## src/rtl/cs_wait_busctl.sv

```systemverilog
`timescale 1ns/100ps
module cs_wait_busctl #(
  parameter int AW = 20,
  parameter int DW = 16,
  parameter int NCS = 4,
  parameter logic [19:0] SFR_TOP = 20'h00400,
  parameter logic [19:0] RAM_TOP = 20'h08000,
  parameter logic [19:0] ROM_BASE = 20'hF0000
) (
  input  logic                  clk,
  input  logic                  rst_n,
  input  logic                  cfg_we,
  input  logic                  cfg_sel,
  input  logic [2*NCS-1:0]      cfg_wdata,
  output logic                  cfg_err,
  input  logic                  req_valid,
  input  logic [AW-1:0]         req_addr,
  input  logic                  req_write,
  input  logic [DW/8-1:0]       req_be,
  input  logic [DW-1:0]         req_wdata,
  output logic                  busy,
  output logic                  done,
  output logic [DW-1:0]         rd_data,
  output logic [AW-1:0]         bus_addr,
  output logic [NCS-1:0]        bus_cs_n,
  output logic                  bus_rd_n,
  output logic [DW/8-1:0]       bus_wr_n,
  output logic                  bus_doe,
  output logic [DW-1:0]         bus_dout,
  input  logic [DW-1:0]         bus_din,
  input  logic                  bus_rdy
);
  localparam int BW = DW/8;
  localparam int IW = $clog2(NCS);
  localparam int CW = 2*NCS;
  localparam int LW = 3;

  logic [NCS-1:0] nowait_q, nowait_d;
  logic           gwait_q, sfr3_q;
  logic [CW-1:0]  exp_q, exp_d;
  logic           cfg_bad;

  always_comb begin
    nowait_d = nowait_q;
    exp_d    = exp_q;
    cfg_bad  = 1'b0;
    if (!cfg_sel) begin
      for (int i = 0; i < NCS; i++) begin
        if (cfg_wdata[i] && !nowait_q[i] && exp_q[2*i +: 2] != 2'b00)
          cfg_bad = 1'b1;
        else
          nowait_d[i] = cfg_wdata[i];
      end
    end else begin
      for (int i = 0; i < NCS; i++) begin
        if (cfg_wdata[2*i +: 2] == 2'b11 ||
            (nowait_q[i] && cfg_wdata[2*i +: 2] != exp_q[2*i +: 2]))
          cfg_bad = 1'b1;
        else
          exp_d[2*i +: 2] = cfg_wdata[2*i +: 2];
      end
    end
  end

  always_ff @(posedge clk or negedge rst_n) begin
    if (!rst_n) begin
      nowait_q <= '0;
      exp_q    <= '0;
      gwait_q  <= 1'b0;
      sfr3_q   <= 1'b0;
      cfg_err  <= 1'b0;
    end else if (cfg_we) begin
      nowait_q <= nowait_d;
      exp_q    <= exp_d;
      if (!cfg_sel) begin
        gwait_q <= cfg_wdata[NCS];
        sfr3_q  <= cfg_wdata[NCS+1];
      end
      if (cfg_bad) cfg_err <= 1'b1;
    end
  end

  wire           hit_sfr = req_addr < AW'(SFR_TOP);
  wire           hit_int = !hit_sfr && (req_addr < AW'(RAM_TOP) || req_addr >= AW'(ROM_BASE));
  wire [IW-1:0]  cs_idx  = req_addr[AW-1 -: IW];
  wire [1:0]     cs_code = exp_q[{cs_idx, 1'b0} +: 2];
  wire           start   = req_valid && !busy;

  logic [LW-1:0] last_d, last_q, cnt_q;
  logic          rdy_en_d, rdy_en_q, rd_q;

  always_comb begin
    rdy_en_d = 1'b0;
    if (hit_sfr)                last_d = sfr3_q ? LW'(2) : LW'(1);
    else if (hit_int)           last_d = LW'(0);
    else if (nowait_q[cs_idx])  last_d = gwait_q ? LW'(2) : LW'(1);
    else begin
      last_d   = LW'(2) + LW'(cs_code);
      rdy_en_d = 1'b1;
    end
  end

  assign done = busy && cnt_q == last_q && (!rdy_en_q || bus_rdy);

  always_ff @(posedge clk or negedge rst_n) begin
    if (!rst_n) begin
      busy     <= 1'b0;
      cnt_q    <= '0;
      last_q   <= '0;
      rdy_en_q <= 1'b0;
      rd_q     <= 1'b0;
      rd_data  <= '0;
      bus_addr <= '0;
      bus_cs_n <= '1;
      bus_rd_n <= 1'b1;
      bus_wr_n <= '1;
      bus_doe  <= 1'b0;
      bus_dout <= '0;
    end else if (start) begin
      busy     <= 1'b1;
      cnt_q    <= '0;
      last_q   <= last_d;
      rdy_en_q <= rdy_en_d;
      rd_q     <= !req_write && !hit_int;
      bus_doe  <= req_write;
      if (req_write) bus_dout <= req_wdata;
      if (!hit_int) begin
        bus_addr <= req_addr;
        bus_rd_n <= req_write;
        bus_wr_n <= ~(req_be & {BW{req_write}});
        if (!hit_sfr) bus_cs_n <= ~(NCS'(1) << cs_idx);
      end
    end else if (busy) begin
      if (done) begin
        busy     <= 1'b0;
        bus_cs_n <= '1;
        bus_rd_n <= 1'b1;
        bus_wr_n <= '1;
        bus_doe  <= 1'b0;
        if (rd_q) rd_data <= bus_din;
      end else if (cnt_q != last_q) begin
        cnt_q <= cnt_q + LW'(1);
      end
    end
  end
endmodule

```

## config.mk

```make
export PLATFORM = sky130hd
export DESIGN_NAME = cs_wait_busctl
export DESIGN_NICKNAME = d
export VERILOG_FILES = /design/src/rtl/cs_wait_busctl.sv
export SDC_FILE = /design/constraint.sdc
export NUM_CORES = 1
export LEC_CHECK = 0
export BUFFER_PORTS_ARGS = -buffer_cell sky130_fd_sc_hd__buf_4
export CORE_MARGIN = 2
export CORE_UTILIZATION = 51
export CTS_BUF_LIST = sky130_fd_sc_hd__clkbuf_8
export DETAILED_ROUTE_END_ITERATION = 7
export PLACE_DENSITY_LB_ADDON = 0.08
export SLEW_MARGIN = 0
export SYNTH_ARGS = -nofsm -noshare
export SYNTH_HDL_FRONTEND = slang
export SYNTH_SLANG_ARGS = --single-unit
export TNS_END_PERCENT = 1
```

## constraint.sdc

```tcl
create_clock -name clk -period 2.41 [get_ports clk]
set_clock_uncertainty 0.15 [all_clocks]
set_input_delay 0.482 -clock clk [delete_from_list [all_inputs] [get_ports clk]]
set_output_delay 0.482 -clock clk [all_outputs]
set_load 0.05 [all_outputs]
```

## Yosys cells after proc, flatten, opt, wreduce, memory -nomap -nowiden

Index checks and enable logic that the tools add are counted.
Widths: inputs -> output; s select.

- Logic and storage cells: 156
- Bits in registers: 84
- Bits of input ports: 69
- Output and inout bits: 63

- Shift operators: 2
- Order comparisons: 4
- $add $sub $neg: 2
- Equal/unequal tests: 13
- Muxes and demuxes: 42
- Reduce and logical (&&, ||, !) cells: 56
- Bitwise logic cells: 14

Operator list:

| operator | number |
|---|---|
| $reduce_and 3->1 | 10 |
| $mux 1 | 23 |
| $mux 3 | 7 |
| $ge 20x20->1 const B | 1 |
| $lt 20x11->1 const B | 1 |
| $lt 20x16->1 const B | 1 |
| $mux 4 | 5 |
| $logic_and 1x1->1 | 17 |
| $reduce_bool 2->1 | 7 |
| $mux 2 | 6 |
| $not 1->1 | 11 |
| $reduce_and 2->1 | 5 |
| $logic_not 1->1 | 9 |
| $eq 2x2->1 const B | 4 |
| $ne 2x2->1 | 4 |
| $reduce_and 4->1 | 2 |
| $shiftx 8x4->2 | 1 |
| $logic_or 1x1->1 | 6 |
| $ne 2x2->1 const B | 2 |
| $not 4->4 | 1 |
| $shl 1x2->4 const A | 1 |
| $add 2x2->3 const A | 1 |
| $add 3x1->3 const B | 1 |
| $eq 3x3->1 | 1 |
| other kinds (6) | 6 |

## Depth between registers and ports, before layout

- Depth after elaboration: 9
- Mapped depth: 8
- Mapped depth without buffers: 5

## Worst setup path before layout

No wires, ideal clock.

- Kind: input to register
- From: in req_addr[19]
- To: reg bus_addr[15]
- Buffers on the path: 3
- Arrival time: 2.133 ns
- Required time: 2.135 ns
- Stages on the path: 7
- Library setup time: 0.125 ns
- Slack: 0.002 ns
- Path through: buf_6 -> or4_4 -> and4bb_2 -> o21a_1 -> buf_6 -> buf_6 -> mux2_2

- Longest elaborated chain between the ends: 5
- Elaborated cells between the ends (all ways): 8
- Those cells by class: order compare (3); bitwise (1); reduce/logical (4)

Ends and longest elaborated chain:

| item | line | RTL |
|---|---|---|
| start: declaration | 17 | `input logic [AW-1:0] req_addr,` |
| $lt 20x11->1, or another cell as far along | 83 | `wire hit_sfr = req_addr < AW'(SFR_TOP);` |
| $logic_not 1->1 / $logic_or 1x1->1 (equally long branches) | -- |  |
| $logic_and 1x1->1 (*) | 84 | `wire hit_int = !hit_sfr && (req_addr < AW'(RAM_TOP) \|\| req_addr >= AW'(ROM_BASE));` |
| $not 1->1 (no source line) (*) | -- |  |
| $reduce_and 2->1 (no source line) (*) | -- |  |
| end signal: assignment | 128 | `bus_addr <= req_addr;` |
| end: declaration | 24 | `output logic [AW-1:0] bus_addr,` |

Mark *: on every way between the ends. The rest lies on a longest branch, timed or not.
A chain may end at the register's enable or synchronous reset.

## Worst setup path in the final report

- From: reg cnt_q[0]
- To: out done

- Longest elaborated chain between the ends: 3

Ends and longest elaborated chain:

| item | line | RTL |
|---|---|---|
| start: declaration | 89 | `logic [LW-1:0] last_d, last_q, cnt_q;` |
| start signal: assignment | 142 | `cnt_q <= cnt_q + LW'(1);` |
| $eq 3x3->1 | 103 | `assign done = busy && cnt_q == last_q && (!rdy_en_q \|\| bus_rdy);` |
| $logic_and 1x1->1 (2 in series) | 103 |  |
| end: declaration | 22 | `output logic done,` |

Every way passes these cells.

==> flow_summary.yaml <==
sta:
  period_needed_ps: 2290
  finalCritPeriodShare: 0.949
  hold_viol: 0
  rsz0062_at_grt: "no"
  slew_viol_final: 0
  max_freq_mhz: 437
  slew-limit-headroom: 0.701
  final-setup-viol-count: 0
  worstMarginPinSlew_ps: 449
power_and_ir_drop:
  peakVddDrop_uv: 753
  p_switching_mw: 3.56
  power_density_nw_per_um2: 1550
  intPower_mw: 4.31
  p_comb_frac: 0.533
  switching_share: 0.452
  seqPwrFrac: 0.326
  leakagePower_nw: 2.43
  pwr-share-clk: 0.141
worst_setup_path:
  arrival_ps: 1660
  required_ps: 1780
  reg2reg_from: "cnt_q[0]$_DFFE_PN0P_"
  crit_path_max_fanout: 6
  critPathLaunchType: "register"
  crit_type: "reg2out"
  reg2reg_slack_ps: 430
  cp-startpoint: "cnt_q[0]$_DFFE_PN0P_"
  cp-end-kind: "primary output"
synth:
  synth-seq-cells: 84
  netlist_instances: 282
  async_reset_ff_frac: 1.00
  yosysSeqAreaShare: 0.569
  synth_flop_cell: "dfrtp_1"
  synth_edf_count: 0
  avgSynthCellArea_um2: 13.2
  netlist_area_um2: 3710
  syn_nets: 352
  yosysUniqueCellTypes: 40
  yosysWarnings: 0
cells_and_area:
  drive_gt1_frac: 0.535
  layout_commonest_cell: "buf_4"
  fin_cells: 531
  syn_to_final_growth_pct: 37.3
  utilization: 0.714
  antenna_cells: 0
  fin_nets: 497
  mostFrequentLayoutCells: "buf_4 (141), dfrtp_1 (77), mux2_2 (45), nor2_1 (21), mux2_4 (14)"
grt:
  grt_pass1_vias: 2649
  grt_max_degree: 37
  grt_usage: 0.204
  overflow: 0
  grt_pass1_wl_um: 12500
  antenna_found_initial: 0
placement:
  dpl.cell_count: 514
  io_buffers: 131
  place_hpwl_um: 5990
  finalWeightedCongestion: 0.832
min_path:
  min_path_type: "in2reg"
  hold_path.startpoint: "req_be[1]"
routing:
  drc: 0
  wire_per_inst_um: 14.9
  firstDrtPassIters: 4
  detail-route-antenna-nets: 0
  vias_per_cell: 5.12
  routed_wl_um: 7910
  vias: 2719
  drtIter0Drc: 55
cts:
  cts_root_buf: "clkbuf_8"
  cts_buffers: 9
  tritoncts: "done"
  cts_buffer_depth: 2
  cts.sinks: 84
  path_clk_slew_ps: 80
  htreeDepth: 3
  clkLatencyLatePin_ps: 340
floorplan:
  start_util: 0.520
  dieArea_um2: 7970
  rows: 31
  top_level_ports: 132
  die_x_um: 89.3
  die_h_um: 89.3
  core_area_um2: 7140
run:
  cap_violations: 0
run_status:
  status: "complete, no violations"
==> path summary, 6_finish.rpt <==
check | to | depth (start not counted)
setup / recovery | done | 4
hold / removal | bus_wr_n[1]$_DFFE_PN1P_ | 2
setup reg to reg | rd_data[7]$_DFFE_PN0P_ | 5
hold reg to reg | bus_rd_n$_DFFE_PN1P_ | 1
max in group asynchronous | bus_cs_n[3]$_DFFE_PN1P_ | 3
min in group asynchronous | bus_addr[6]$_DFFE_PN0P_ | 2
==> state kept, by name, summed over array words and instances, names as in the netlist, 2 cells and up <==
| name | cells |
|---|---|
| cnt_q | 3 |
| exp_q | 8 |
| bus_wr_n | 2 |
| bus_addr | 20 |
| bus_cs_n | 4 |
| bus_dout | 16 |
| last_q | 3 |
| nowait_q | 4 |
| rd_data | 16 |
==> through the flow <==
step | hold WS [ps] | setup WS (ps) | TNS [ps] | area, um^2 | total power [mW]
after global placement | 302 | 2.79 | 0 | 4850 | 6.72
after global routing | 174 | 27.4 | 0 | 5090 | 8.32
final | 179 | 122 | 0 | 5090 | 7.87
after floorplan | 36.4 | 2.25 | 0 | 3710 | 5.52
after CTS | 164 | 4.01 | 0 | 5090 | 7.94
after detailed placement | 308 | -55.4 | -430 | 4850 | 6.82
==> synth_stat cells (5+ instances only) <==
library cell  instances  share of area
dfrtp_1              77           0.52
mux2_2               45           0.14
nor2_1               21          0.021
mux2_4               14          0.057
o21ai_0              12          0.016
nor3_1               11          0.015
nand2_1              10          0.010
inv_1                 9         0.0091
dfstp_2               7          0.050
a21oi_1               6         0.0081
nand2b_1              6          0.010
nor2b_1               6          0.010
buf_6                 5          0.015
xor2_1                5          0.012
==> worst max-delay path, stage by stage (launching register included) <==
cell and delay (ps):
dfrtp_1 420, xor2_1 170, nor3_1 250, and3_4 270, buf_4 210
==> cell families (layout without fill, tap and decap cells) <==
group	after synthesis	after routing	share of synthesized area
AOI/OAI and AO/OA	38	38	0.0702
xor gates and xnor gates	7	7	0.0165
adders and majority gates	1	1	0.00337
buffers and inverters	19	169	0.0300
DFF	84	84	0.569
muxes	65	65	0.216
and+or+nand+nor	68	68	0.0945
==> power groups by stage <==
stage	combinational [mW]	sequential [mW]	clock, mW
floorplan	1.23	4.29	0
global placement	4.15	2.57	0
detailed placement	4.22	2.60	0
CTS	4.23	2.57	1.14
global route	4.45	2.66	1.20
finish	4.20	2.57	1.11
==> final cells by class <==
class / instances / area (um^2)
Multi-Input combinational cell: 179 / 1490
Sequential cell: 84 / 2110
Inverter: 9 / 33.8
Tap cell: 99 / 124
Fill cell: 564 / 2040
Timing Repair Buffer: 144 / 1110
Clock buffer: 10 / 138
Clock inverter: 6 / 87.6
==> what timing repair did <==
item | 4_1_cts | 5_1_grt
resized for setup | 0 | 2
setup buffers | 0 | 0
hold buffers | 1 | 0
hold endpoints to repair | 29 | 0
endpoints found under the setup margin | 0 | 1
==> routing by layer <==
metal  wire length, um  part of all wire  track usage
met4                63            0.0080       0.0678
met2              3870              0.49        0.322
met3               561             0.071       0.0499
met1              3420              0.43        0.280
met5                 0                 0            0
Note: power is estimated with default switching activity, not from simulation.
